### src/rtl/pwm_shadow_pkg.sv
package pwm_shadow_pkg;
  localparam int CNT_W     = 16;
  localparam int PRE_SEL_W = 2;
  localparam int INV_BIT   = 5;

  // Per-channel view that the register side hands to a counter slice
  typedef struct packed {
    logic                 armed;
    logic [CNT_W-1:0]     per;
    logic [CNT_W-1:0]     dut;
    logic [PRE_SEL_W-1:0] preSel;
    logic                 invert;
  } chanCmd_t;
endpackage

### src/rtl/pwm_shadow_regs.sv
module pwm_shadow_regs
  import pwm_shadow_pkg::*;
#(
  parameter int NUM_CH   = 4,
  parameter int ADDR_W   = 12,
  parameter int DATA_W   = 32,
  parameter int PER_BASE = 'h400,
  parameter int DUT_BASE = 'h420,
  parameter int CTL_BASE = 'h440
) (
  input  logic              clk,
  input  logic              rstN,
  input  logic              wrEn,
  input  logic              rdEn,
  input  logic [ADDR_W-1:0] addr,
  input  logic [DATA_W-1:0] wrData,
  input  logic [NUM_CH-1:0] commit,
  output logic [DATA_W-1:0] rdData,
  output chanCmd_t          cmd [NUM_CH]
);
  localparam int CH_W = (NUM_CH > 1) ? $clog2(NUM_CH) : 1;
  localparam int SPAN = NUM_CH * 4;

  logic [CNT_W-1:0]     perReg [NUM_CH];
  logic [CNT_W-1:0]     dutReg [NUM_CH];
  logic [PRE_SEL_W-1:0] selReg [NUM_CH];
  logic                 invReg [NUM_CH];
  logic [NUM_CH-1:0]    armReg;

  logic aligned, perHit, dutHit, ctlHit;
  logic [CH_W-1:0] selCh;
  logic unusedWrBits;

  function automatic logic inGroup(input logic [ADDR_W-1:0] a, input int base);
    logic [ADDR_W-1:0] off;
    off = a - ADDR_W'(base);
    return (a >= ADDR_W'(base)) && (off < ADDR_W'(SPAN));
  endfunction

  // Group bases are 32-byte aligned, so the channel index is read straight off the address
  assign aligned = (addr[1:0] == 2'b00);
  assign perHit  = aligned && inGroup(addr, PER_BASE);
  assign dutHit  = aligned && inGroup(addr, DUT_BASE);
  assign ctlHit  = aligned && inGroup(addr, CTL_BASE);
  assign selCh   = addr[CH_W+1:2];
  assign unusedWrBits = ^{wrData[DATA_W-1:CNT_W]};

  always_ff @(posedge clk or negedge rstN) begin
    if (!rstN) begin
      armReg <= '0;
      for (int c = 0; c < NUM_CH; c++) begin
        perReg[c] <= '0;
        dutReg[c] <= '0;
        selReg[c] <= '0;
        invReg[c] <= 1'b0;
      end
    end else begin
      for (int c = 0; c < NUM_CH; c++) begin
        // a period write wins over a commit in the same cycle: it stays pending
        if (wrEn && perHit && selCh == CH_W'(c)) begin
          perReg[c] <= wrData[CNT_W-1:0];
          armReg[c] <= 1'b1;
        end else if (commit[c]) begin
          armReg[c] <= 1'b0;
        end
        if (wrEn && dutHit && selCh == CH_W'(c))
          dutReg[c] <= wrData[CNT_W-1:0];
        if (wrEn && ctlHit && selCh == CH_W'(c)) begin
          selReg[c] <= wrData[PRE_SEL_W-1:0];
          invReg[c] <= wrData[INV_BIT];
        end
      end
    end
  end

  always_comb begin
    for (int c = 0; c < NUM_CH; c++) begin
      cmd[c].armed  = armReg[c];
      cmd[c].per    = perReg[c];
      cmd[c].dut    = dutReg[c];
      cmd[c].preSel = selReg[c];
      cmd[c].invert = invReg[c];
    end
  end

  always_comb begin
    rdData = '0;
    if (rdEn) begin
      if (perHit) begin
        rdData[CNT_W-1:0] = perReg[selCh];
      end else if (dutHit) begin
        rdData[CNT_W-1:0] = dutReg[selCh];
      end else if (ctlHit) begin
        rdData[PRE_SEL_W-1:0] = selReg[selCh];
        rdData[INV_BIT]       = invReg[selCh];
      end
    end
  end

  // reads that decode to nothing return zero
  p_unmapped_zero_r10: assert property (@(posedge clk) disable iff (!rstN)
    (rdEn && !perHit && !dutHit && !ctlHit) |-> (rdData == '0))
    else $error("p_unmapped_zero_r10");

  for (genvar g = 0; g < NUM_CH; g++) begin : g_armChk
    // a period write always leaves the channel armed
    p_arm_after_write_r7: assert property (@(posedge clk) disable iff (!rstN)
      (wrEn && perHit && selCh == CH_W'(g)) |=> armReg[g])
      else $error("p_arm_after_write_r7");
  end
endmodule

### src/rtl/pwm_shadow_chan.sv
module pwm_shadow_chan
  import pwm_shadow_pkg::*;
(
  input  logic     clk,
  input  logic     rstN,
  input  logic     tick,
  input  chanCmd_t cmd,
  output logic     commit,
  output logic     pwmOut
);
  localparam int PRE_CNT_W = (1 << PRE_SEL_W) - 1;

  logic                 running;
  logic [CNT_W-1:0]     actPer, actDut, cnt;
  logic [PRE_SEL_W-1:0] actSel;
  logic                 actInv;
  logic [PRE_CNT_W-1:0] preCnt, preLast;
  logic                 step, lastStep;

  assign preLast  = ~({PRE_CNT_W{1'b1}} << actSel);
  assign step     = running && tick && (preCnt == preLast);
  assign lastStep = step && (cnt == actPer - CNT_W'(1));
  assign commit   = cmd.armed && ((!running && tick) || lastStep);

  always_ff @(posedge clk or negedge rstN) begin
    if (!rstN) begin
      running <= 1'b0;
      actPer  <= '0;
      actDut  <= '0;
      actSel  <= '0;
      actInv  <= 1'b0;
      cnt     <= '0;
      preCnt  <= '0;
    end else if (commit) begin
      actPer  <= cmd.per;
      actDut  <= cmd.dut;
      actSel  <= cmd.preSel;
      actInv  <= cmd.invert;
      running <= (cmd.per != '0);
      cnt     <= '0;
      preCnt  <= '0;
    end else if (running && tick) begin
      if (step) begin
        preCnt <= '0;
        cnt    <= lastStep ? '0 : cnt + CNT_W'(1);
      end else begin
        preCnt <= preCnt + PRE_CNT_W'(1);
      end
    end
  end

  assign pwmOut = running && ((cnt < actDut) ^ actInv);

  p_cnt_range_r4: assert property (@(posedge clk) disable iff (!rstN)
    running |-> (cnt < actPer))
    else $error("p_cnt_range_r4");

  p_prescale_range_r3: assert property (@(posedge clk) disable iff (!rstN)
    running |-> (preCnt <= preLast))
    else $error("p_prescale_range_r3");

  p_hold_without_commit_r6: assert property (@(posedge clk) disable iff (!rstN)
    !commit |=> ($stable(actDut) && $stable(actPer) && $stable(actSel) && $stable(actInv)))
    else $error("p_hold_without_commit_r6");

  p_stop_at_boundary_r9: assert property (@(posedge clk) disable iff (!rstN)
    $fell(running) |-> $past(lastStep))
    else $error("p_stop_at_boundary_r9");
endmodule

### src/rtl/pwm_shadow_top.sv
module pwm_shadow_top
  import pwm_shadow_pkg::*;
#(
  parameter int NUM_CH = 4,
  parameter int ADDR_W = 12,
  parameter int DATA_W = 32
) (
  input  logic              clk,
  input  logic              rstN,
  input  logic              tick,
  input  logic              wrEn,
  input  logic              rdEn,
  input  logic [ADDR_W-1:0] addr,
  input  logic [DATA_W-1:0] wrData,
  output logic [DATA_W-1:0] rdData,
  output logic [NUM_CH-1:0] pwmOut
);
  chanCmd_t          cmdBus [NUM_CH];
  logic [NUM_CH-1:0] commitBus;

  pwm_shadow_regs #(
    .NUM_CH(NUM_CH), .ADDR_W(ADDR_W), .DATA_W(DATA_W)
  ) u_regs (
    .clk(clk), .rstN(rstN), .wrEn(wrEn), .rdEn(rdEn), .addr(addr),
    .wrData(wrData), .commit(commitBus), .rdData(rdData), .cmd(cmdBus)
  );

  for (genvar g = 0; g < NUM_CH; g++) begin : g_chan
    pwm_shadow_chan u_chan (
      .clk(clk), .rstN(rstN), .tick(tick), .cmd(cmdBus[g]),
      .commit(commitBus[g]), .pwmOut(pwmOut[g])
    );
  end
endmodule

### config.mk
export PLATFORM = sky130hd
export DESIGN_NAME = pwm_shadow_top
export DESIGN_NICKNAME = d
export VERILOG_FILES = /design/src/rtl/pwm_shadow_pkg.sv /design/src/rtl/pwm_shadow_regs.sv /design/src/rtl/pwm_shadow_chan.sv /design/src/rtl/pwm_shadow_top.sv
export SDC_FILE = /design/constraint.sdc
export NUM_CORES = 1
export LEC_CHECK = 0
export BUFFER_PORTS_ARGS = -buffer_cell sky130_fd_sc_hd__buf_2
export CAP_MARGIN = 20
export CORE_ASPECT_RATIO = 1.4
export CORE_MARGIN = 2
export CORE_UTILIZATION = 56
export CTS_BUF_LIST = sky130_fd_sc_hd__clkbuf_8
export DETAILED_ROUTE_END_ITERATION = 8
export PLACE_DENSITY = 0.8
export SLEW_MARGIN = 20
export SYNTH_ARGS = -nofsm -noshare
export SYNTH_HDL_FRONTEND = slang
export SYNTH_HIERARCHICAL = 1
export SYNTH_SLANG_ARGS = --single-unit
### constraint.sdc
create_clock -name clk -period 3.21 [get_ports clk]
set_clock_uncertainty 0.2 [all_clocks]
set_input_delay 0.1605 -clock clk [delete_from_list [all_inputs] [get_ports clk]]
set_output_delay 0.1605 -clock clk [all_outputs]
set_load 0.005 [all_outputs]
## Word level (Yosys, flattened, before mapping)

Cells that the tools add are included.

| storage, ports and cells | value |
|---|---|
| bits in registers | 364 |
| input bits | 49 |
| output and inout bits | 36 |
| word-level logic and storage cells | 229 |

| cells by class | value |
|---|---|
| add/sub/neg operators | 15 |
| $lt $le $gt $ge | 11 |
| eq/ne operators | 11 |
| shifts and indexed selects | 4 |
| mux-type cells | 56 |
| bitwise gates (word level) | 9 |
| reduce and logical (&&, ||, !) cells | 75 |

Operator list:

| cell | count |
|---|---|
| $mux W16 | 22 |
| $add A16 B1 Y16 const B | 4 |
| $bmux W16 S2 | 2 |
| $eq A16 B16 Y1 | 4 |
| $lt A16 B16 Y1 | 4 |
| $reduce_bool A16 Y1 | 4 |
| $sub A16 B1 Y16 const B | 4 |
| $logic_and A1 B1 Y1 | 45 |
| $mux W3 | 13 |
| $ge A12 B11 Y1 const B | 3 |
| $lt A12 B5 Y1 const B | 3 |
| $sub A12 B11 Y12 const B | 3 |
| $reduce_bool A2 Y1 | 12 |
| $add A3 B1 Y3 const B | 4 |
| $eq A3 B3 Y1 | 4 |
| $mux W1 | 12 |
| $not A3 Y3 | 4 |
| $shl A3 B2 Y3 const A | 4 |
| $mux W10 | 1 |
| $mux W2 | 4 |
| $reduce_and A2 Y1 | 4 |
| $bmux W2 S2 | 1 |
| $eq A2 B2 Y1 const B | 2 |
| $logic_not A1 Y1 | 4 |
| 7 further kinds | 14 |

## Logic depth before layout (Yosys ltp)

Gate-level depths: netlist (run 1).

| logic depth | value |
|---|---|
| word-level depth | 9 |
| gate-level depth with buffers | 14 |
| gate-level depth less buffers | 12 |

## Hierarchy

Netlist (run 1), hierarchy kept.

By module, submodules not included:

| module | times used | cells an instance | area each (um2) | sequential area each (um2) |
|---|---|---|---|---|
| pwm_shadow_chan | 4 | 332 | 3354.5 | 1376.3 |
| pwm_shadow_regs | 1 | 464 | 6859.1 | 3603.5 |

## Worst setup path before layout (run 1)

OpenSTA, ideal clock, no wires.

| timing | value |
|---|---|
| path type | register -> register |
| start point | register g_chan[0].u_chan.actPer[0] |
| end point | register g_chan[0].u_chan.actPer[10] |
| setup time | 0.125 ns |
| data arrival time | 2.793 ns |
| required time | 2.885 ns |
| slack | 0.092 ns |
| cell stages (with the launch flop) | 13 |
| buffers on the path | 2 |
| period minus slack after synthesis | 3.118 ns |
| cells stage by stage | dfrtp_1 -> inv_1 -> ha_1 -> or4b_2 -> o21ai_0 -> o31ai_1 -> o22ai_1 -> and3_1 -> nand4_2 -> o21a_1 -> buf_6 -> buf_6 -> mux2_4 |

| between the ends | value |
|---|---|
| longest elaborated chain between the ends | 5 |

Ends and longest elaborated chain:

| element | RTL line | RTL |
|---|---|---|
| start, declared | pwm_shadow_chan.sv:14 | `logic [CNT_W-1:0] actPer, actDut, cnt;` |
| start signal, assigned | pwm_shadow_chan.sv:35 | `actPer <= cmd.per;` |
| $sub A16 B1 Y16 | pwm_shadow_chan.sv:22 | `assign lastStep = step && (cnt == actPer - CNT_W'(1));` |
| $eq A16 B16 Y1 | pwm_shadow_chan.sv:22 |  |
| $logic_and A1 B1 Y1 | pwm_shadow_chan.sv:22 |  |
| $logic_or A1 B1 Y1 | pwm_shadow_chan.sv:23 | `assign commit = cmd.armed && ((!running && tick) \|\| lastStep);` |
| $logic_and A1 B1 Y1 | pwm_shadow_chan.sv:23 |  |

Every way passes these cells.
A chain may end at the register's enable or synchronous reset.

## Worst setup path in the final report (run 1)

| timing | value |
|---|---|
| start point | register g_chan[1].u_chan.cnt[1] |
| end point | output pwmOut[1] |

| between the ends | value |
|---|---|
| longest elaborated chain between the ends | 3 |

Ends and longest elaborated chain:

| element | RTL line | RTL |
|---|---|---|
| start, declared | pwm_shadow_chan.sv:14 |  |
| start signal, assigned | pwm_shadow_chan.sv:45 | `cnt <= lastStep ? '0 : cnt + CNT_W'(1);` |
| $lt A16 B16 Y1 | pwm_shadow_chan.sv:52 | `assign pwmOut = running && ((cnt < actDut) ^ actInv);` |
| $xor A1 B1 Y1 | pwm_shadow_chan.sv:52 |  |
| $logic_and A1 B1 Y1 | pwm_shadow_chan.sv:52 |  |
| end, declared | pwm_shadow_top.sv:16 | `output logic [NUM_CH-1:0] pwmOut` |

Every way passes these cells.

==> flow_metrics.py, run 1 <==
metrics = {
    "place": {
        "dp_slack_ns": 0.0246,
        "io_buffers": 52,
        "dpl.hpwl_microns": 39400,
        "gp_congestion": 0.937,
    },
    "yosys": {
        "synth_largest_area_cell": "dfrtp_1",
        "syn_area_sq_mm": 0.0203,
        "yosys-top-cells-area": "dfrtp_1 45%, mux2_2 14%, ha_1 4.5%",
        "synth_top_area_share_pct": 44.9,
        "yosys-top-cells-count": "364 x dfrtp_1, 245 x mux2_2, 126 x inv_1",
        "synth_fa_ha_area_share_pct": 4.50,
        "ys_ff_latch": 364,
        "synth_most_common_cell": "dfrtp_1",
        "synth_ff_type": "dfrtp_1",
        "synth.area.mux_share_pct": 20.1,
        "synth.distinct_cells": 55,
        "ys_warn_count": 6,
        "ys_seq_area_share_pct": 44.9,
        "async_reset_ff_share_pct": 100,
        "syn_area_per_cell_sq_um": 11.3,
        "netlist_instances": 1792,
        "synth_compound_area_share_pct": 7.00,
        "synth_top_family_by_area": "multiplexers",
        "synth-simple-area-share_pct": 13.7,
        "synth-edff-count": 0,
        "synth-xor-area-share_pct": 5.23,
    },
    "clock_tree": {
        "cts_tree": "built",
        "cts_setup_buffers": 0,
        "cts_buffers": 54,
        "clock_latency_ns": 0.62,
        "clockRootBuffer": "clkbuf_8",
        "htreeDepth": 2,
        "clkSlewWorstSetupHoldPaths_ns": 0.06,
        "clock_sink_count": 364,
        "cts_max_path_buffers": 3,
    },
    "route": {
        "wl_per_cell_microns": 21.9,
        "drt-initial-drc-count": 1094,
        "num_vias": 14800,
        "ant_nets": 0,
        "wl_microns": 53300,
        "drt_first_pass_iters": 7,
        "vias_per_cell": 6.07,
        "drc_errors": 0,
    },
    "grt": {
        "grt_pass1_wl_microns": 84300,
        "grt.total_usage_pct": 29.0,
        "grt_pass1_vias": 15300,
        "grt_max_degree": 71,
        "gr-total-overflow": 0,
        "antenna_found_initial": 1,
    },
    "flow_run": {
        "maxCapViolations": 0,
    },
    "pwr": {
        "swShare_pct": 23.1,
        "power_frac_seq_pct": 51.0,
        "p_int_mw": 6.99,
        "comb_power_share_pct": 4.5,
        "p_leak_nw": 11.4,
        "ir_worst_vdd_mv": 0.272,
        "clockPowerShare_pct": 44.5,
        "power_density_mw_per_mm2": 397,
        "total_power_mw": 9.09,
        "p_sw_mw": 2.10,
    },
    "timing": {
        "max_freq_mhz": 319,
        "finalMaxSlewViolations": 0,
        "min_period_ns": 3.13,
        "fin_crit_sh_pct": 97.5,
        "final-hold-violation-count": 0,
        "slew_headroom_pct": 26.2,
        "setup_viol": 0,
        "max_slew.worst_pin.slew_ns": 1.11,
        "setup_slack_ns": 0.0787,
    },
    "die": {
        "std_cell_rows": 82,
        "core_area_sq_mm": 0.0357,
        "ios": 85,
        "start_util_pct": 56.8,
        "die_x_microns": 165,
        "die-height_microns": 229,
        "design.die.area_sq_mm": 0.0378,
    },
    "worst_setup_path": {
        "required_ns": 2.85,
        "crit_type": "register to output pin",
        "startpoint_type": "register",
        "arrival_ns": 2.77,
        "endpoint_kind": "output pin",
        "cp_max_fo": 6,
    },
    "final_layout": {
        "layout.area.seq_sq_mm": 0.00911,
        "final_nets": 2054,
        "fill_cells": 2684,
        "area_delta_synth_final_pct": 12.9,
        "multi_input_area_sq_mm": 0.0104,
        "drive_gt1_share_pct": 29.2,
    },
    "min_path": {
        "hold_path_class": "input port to register",
    },
    "outcome": {
        "status": "finished clean",
    },
}
## registers in the layout, indices dropped and copies added, names as in the netlist
name,cells
g_chan.u_chan/actInv,4
g_chan.u_chan/actSel,8
g_chan.u_chan/preCnt,12
g_chan.u_chan/running,4
g_chan.u_chan/actDut,64
u_regs/cmd,140
u_regs/armReg,4
g_chan.u_chan/actPer,64
g_chan.u_chan/cnt,64
## layout by cell type, fill, tap and decap left out, types with 10 or more instances in the layout
cell / instances
dfrtp_1: 363
mux2_2: 245
inv_1: 136
nor2_1: 117
ha_1: 73
clkbuf_8: 72
xor2_1: 72
nand2_1: 66
buf_4: 57
buf_2: 51
xnor2_1: 49
o21ai_0: 45
nand3_1: 44
nand4_1: 40
a21oi_1: 38
nor3_1: 37
mux4_2: 35
mux2_4: 34
a21o_1: 31
nor4_1: 28
nand2b_1: 26
and3_1: 24
dlygate4sd3_1: 23
and2_1: 18
o22ai_1: 17
conb_1: 16
or3_1: 13
nor2b_1: 13
buf_12: 11
nor3_2: 10
## final timing paths
path	start	end	slack, ns	cells past startpoint
hold reg to reg	g_chan[2].u_chan/actDut[8]$_DFFE_PN0N_	g_chan[2].u_chan/actDut[8]$_DFFE_PN0N_	0.30	1
hold / removal	addr[11]	u_regs/cmd[109]$_DFFE_PN0P_	0.09	5
setup reg to reg	g_chan[3].u_chan/actPer[7]$_DFFE_PN0N_	g_chan[3].u_chan/actPer[9]$_DFFE_PN0N_	0.16	9
max in group asynchronous	rstN	u_regs/cmd[95]$_DFFE_PN0P_	1.62	4
min in group asynchronous	rstN	g_chan[3].u_chan/cnt[5]$_DFFE_PN0P_	0.46	3
setup / recovery	g_chan[1].u_chan/cnt[1]$_DFFE_PN0P_	pwmOut[1]	0.08	9
## critical path, cell delays in order (launching register included)
cell and delay (ns):
dfrtp_1 0.47, ha_1 0.31, a21o_1 0.16, a21o_1 0.19, a21oi_2 0.19, o21ai_1 0.14, a21oi_2 0.31, xor2_1 0.16
and2_1 0.13, buf_2 0.11
## per-layer routing
metal / track usage [%] / share of wire (%)
met3: 4.00 / 3.8
met1: 34.2 / 38
met5: 0 / 0
met4: 20.2 / 8.0
met2: 48.5 / 50
## per-stage QoR
stage / hold WS [ns] / utilization, % / TNS [ns] / instances / area [sq um]
finish: 0.0933 / 64.1 / 0 / 2432 / 22900
CTS: 0.0320 / 63.8 / 0 / 2431 / 22800
global route: 0.127 / 64.1 / -0.169 / 2432 / 22900
global placement: 0.0437 / 59.8 / 0 / 2314 / 21400
floorplan: -0.335 / - / 0 / 1807 / 20300
detailed placement: 0.0551 / 59.8 / 0 / 2314 / 21400
## cell type report
| class | count | area share (%) |
|---|---|---|
| timing repair buffer | 144 | 5.06 |
| antenna | 1 | 0.0109 |
| clock inverter | 21 | 0.743 |
| tap | 462 | 2.52 |
| inverter | 126 | 2.07 |
| multi-input combinational | 1242 | 45.5 |
| sequential | 364 | 39.8 |
| clock buffer | 72 | 4.33 |
## cell families after synthesis
group | after synthesis
buffers and inverters | 201
DFF | 364
muxes | 315
other | 1
xor gates and xnor gates | 121
adders and majority gates | 73
and+or+nand+nor | 502
AOI/OAI and AO/OA | 215
## power groups by stage
stage / Combinational (mW) / Sequential [mW] / Clock, mW
finish: 0.407 / 4.64 / 4.04
global route: 0.447 / 4.63 / 4.31
CTS: 0.403 / 4.63 / 4.12
detailed placement: 0.373 / 4.72 / 0
global placement: 0.363 / 4.72 / 0
floorplan: 0.178 / 4.71 / 0
## timing repair
item                       in CTS  in global routing
hold endpoints to repair      489                  0
resized for setup               3                 34
pin swaps                       0                  3
setup endpoints to repair       3                197
hold buffers                   24                  0
Power figures use the tool's default switching activity.
==> run 2: changes to the inputs <==
- CELL_PAD_IN_SITES_DETAIL_PLACEMENT: not set -> 0
- CELL_PAD_IN_SITES_GLOBAL_PLACEMENT: not set -> 1
- CORE_UTILIZATION: 56 -> 52
- PLACE_DENSITY: 0.8 -> 0.86
- SKIP_CTS_REPAIR_TIMING: not set -> 1
- clock period: 3.21 -> 3.3 ns (I/O delays scaled with it)
==> run 2 against run 1 <==
The flow now finishes with violations (hold timing). Total power decreased by 3.8%. Non-clock buffer count decreased by 12. Final area decreased by 0.68%. Clock power decreased by 5%. Largest power group unchanged. Sequential cell count unchanged. Utilization decreased by 5.1 points. Routed wire length about the same. Final cell count increased by 2.0%. Clock-buffer cell count decreased by 5. Critical path type unchanged. Die area increased by 7.5%. Via count decreased by 2.0%. Setup slack improved by 0.046 ns.
==> flow_metrics.py, run 2 (synthesized netlist as in run 1, its figures left out) <==
metrics = {
    "outcome": {
        "status": "complete, but fails checks",
        "violations": "hold timing",
    },
    "final_layout": {
        "largest_reg_flops": 140,
        "fin_area_sq_mm": 0.0227,
        "final_nets": 2043,
        "area_delta_synth_final_pct": 12.2,
        "layout.area.seq_sq_mm": 0.00911,
        "layoutNonFillerInstCount": 2481,
        "final_cell_mix": "364 x dfrtp_1, 245 x mux2_2, 142 x inv_1",
        "multi_input_area_sq_mm": 0.0104,
        "fill_cells": 3221,
        "post-route-util_pct": 59.1,
        "mostFrequentLayoutCell": "dfrtp_1",
        "drive_gt1_share_pct": 28.3,
    },
    "place": {
        "dpl_cell_area_sq_mm": 0.0214,
        "dpl.hpwl_microns": 39800,
        "dp_cells": 2366,
        "io_buffers": 52,
        "dp_slack_ns": 0.0369,
        "gp_congestion": 0.943,
    },
    "pwr": {
        "p_leak_nw": 11.3,
        "comb_power_share_pct": 4.4,
        "p_sw_mw": 2.07,
        "swShare_pct": 23.7,
        "total_power_mw": 8.75,
        "p_int_mw": 6.67,
        "ir_worst_vdd_mv": 0.290,
        "power_frac_seq_pct": 51.6,
        "power_density_mw_per_mm2": 384,
        "clockPowerShare_pct": 44.1,
    },
    "timing": {
        "final-hold-violation-count": 19,
        "max_freq_mhz": 315,
        "holdWs_ns": -0.0707,
        "fin_crit_sh_pct": 96.2,
        "rsz0062_at_grt": "false",
        "final.setup.tns_ns": 0,
        "setup_slack_ns": 0.125,
        "max_slew.worst_pin.slew_ns": 1.05,
        "min_period_ns": 3.17,
        "slew_headroom_pct": 30.2,
        "setup_viol": 0,
        "finalMaxSlewViolations": 0,
    },
    "worst_setup_path": {
        "endpoint_kind": "output pin",
        "r2r-start": "g_chan[2].u_chan/actPer[1]$_DFFE_PN0N_",
        "max_stage_delay_ns": 0.46,
        "cp_max_fo": 6,
        "arrival_ns": 2.81,
        "r2r_cells": 11,
        "worst_path_most_repeated_cell": "a21o_1",
        "startpoint_type": "register",
        "crit_type": "register to output pin",
        "endpoint": "pwmOut[3]",
        "timing.rr.end": "g_chan[2].u_chan/actPer[10]$_DFFE_PN0N_",
        "reg2reg_slack_ns": 0.13,
        "crit_slowest_cell": "dfrtp_1",
        "startpoint": "g_chan[3].u_chan/cnt[1]$_DFFE_PN0P_",
        "worstPathCellList": "ha_1, a21o_1, a21o_1, a21oi_1, o21ai_1, a21oi_2, xor2_1, and2_1, buf_2",
        "required_ns": 2.93,
    },
    "grt": {
        "grt.total_usage_pct": 26.9,
        "antenna_found_initial": 1,
        "grt_pass1_vias": 14700,
        "gr-total-overflow": 0,
        "grt_max_degree": 100,
        "grt_pass1_wl_microns": 84000,
    },
    "die": {
        "design.die.area_sq_mm": 0.0406,
        "ios": 85,
        "start_util_pct": 52.7,
        "die_x_microns": 171,
        "core_area_sq_mm": 0.0385,
        "std_cell_rows": 85,
        "die-height_microns": 238,
    },
    "min_path": {
        "hold_path_class": "input port to asynchronous set/reset pin",
    },
    "clock_tree": {
        "htreeDepth": 2,
        "clock_sink_count": 364,
        "cts_tree": "built",
        "cts_max_path_buffers": 3,
        "cts_buffers": 55,
        "clkSlewWorstSetupHoldPaths_ns": 0.07,
        "clockRootBuffer": "clkbuf_8",
        "clock_latency_ns": 0.62,
    },
    "route": {
        "ant_nets": 0,
        "drt-initial-drc-count": 867,
        "num_vias": 14500,
        "wl_per_cell_microns": 21.5,
        "drc_errors": 0,
        "drt_first_pass_iters": 5,
        "wl_microns": 53300,
        "vias_per_cell": 5.83,
    },
    "flow_run": {
        "maxCapViolations": 0,
    },
}
==> run 2: changes by cell type in the layout (fill, tap and decap cells not counted), moves of 2 or more <==
cell	previous run	this run
a21oi_1	38	40
clkbuf_8	72	67
a21oi_2	6	4
inv_1	136	142
buf_4	57	51
o21ai_0	45	50
buf_12	11	9
dlygate4sd3_1	23	20
o21ai_1	7	2
==> run 2: critical path, delay by kind of cell (launching register included) <==
kind | cells | cell delay, ns
adder cells (fa/ha/maj) | 1 | 0.31
AND/OR/NAND/NOR | 1 | 0.16
XOR/XNOR | 1 | 0.21
buffers and inverters | 1 | 0.11
AO/OA/AOI/OAI | 5 | 0.94
flip-flops | 1 | 0.46
==> run 2: worst min-delay path by stage <==
stage	start	to	slack [ns]
6_report	rstN	g_chan[3].u_chan/cnt[7]$_DFFE_PN0P_	-0.07
5_1_grt	rstN	g_chan[3].u_chan/cnt[9]$_DFFE_PN0P_	0.007
4_1_cts	rstN	g_chan[2].u_chan/actDut[10]$_DFFE_PN0N_	-0.62
3_5_place_dp	rstN	g_chan[2].u_chan/actDut[10]$_DFFE_PN0N_	0.06
3_3_place_gp	rstN	g_chan[2].u_chan/actDut[10]$_DFFE_PN0N_	0.05
2_1_floorplan	rstN	g_chan[0].u_chan/actDut[0]$_DFFE_PN0N_	-0.33
==> run 2: per-layer routing <==
layer / routed length (microns) / GRT usage, % / share of wire, % / vias up
met3: 1700 / 3.46 / 3.2 / 139
li1: - / - / - / 6666
met5: 0 / 0 / 0 / -
met2: 27300 / 47.3 / 51 / 343
met4: 3120 / 14.3 / 5.9 / 0
met1: 21300 / 32.0 / 40 / 7327
==> run 2: layout make-up <==
class / count / area share [%]
Sequential cell: 364 / 40.0
Multi-Input combinational cell: 1242 / 45.5
Tap cell: 522 / 2.87
Clock inverter: 27 / 0.853
Antenna cell: 1 / 0.0110
Timing Repair Buffer: 132 / 4.54
Inverter: 126 / 2.08
Clock buffer: 67 / 4.05
==> run 2: power by group through the flow <==
stage / Combinational [mW] / Clock [mW] / Sequential [mW]
after CTS: 0.365 / 3.93 / 4.51
after detailed placement: 0.365 / 0 / 4.59
after global placement: 0.355 / 0 / 4.59
after floorplan: 0.173 / 0 / 4.58
final: 0.382 / 3.85 / 4.51
after global routing: 0.425 / 4.11 / 4.51
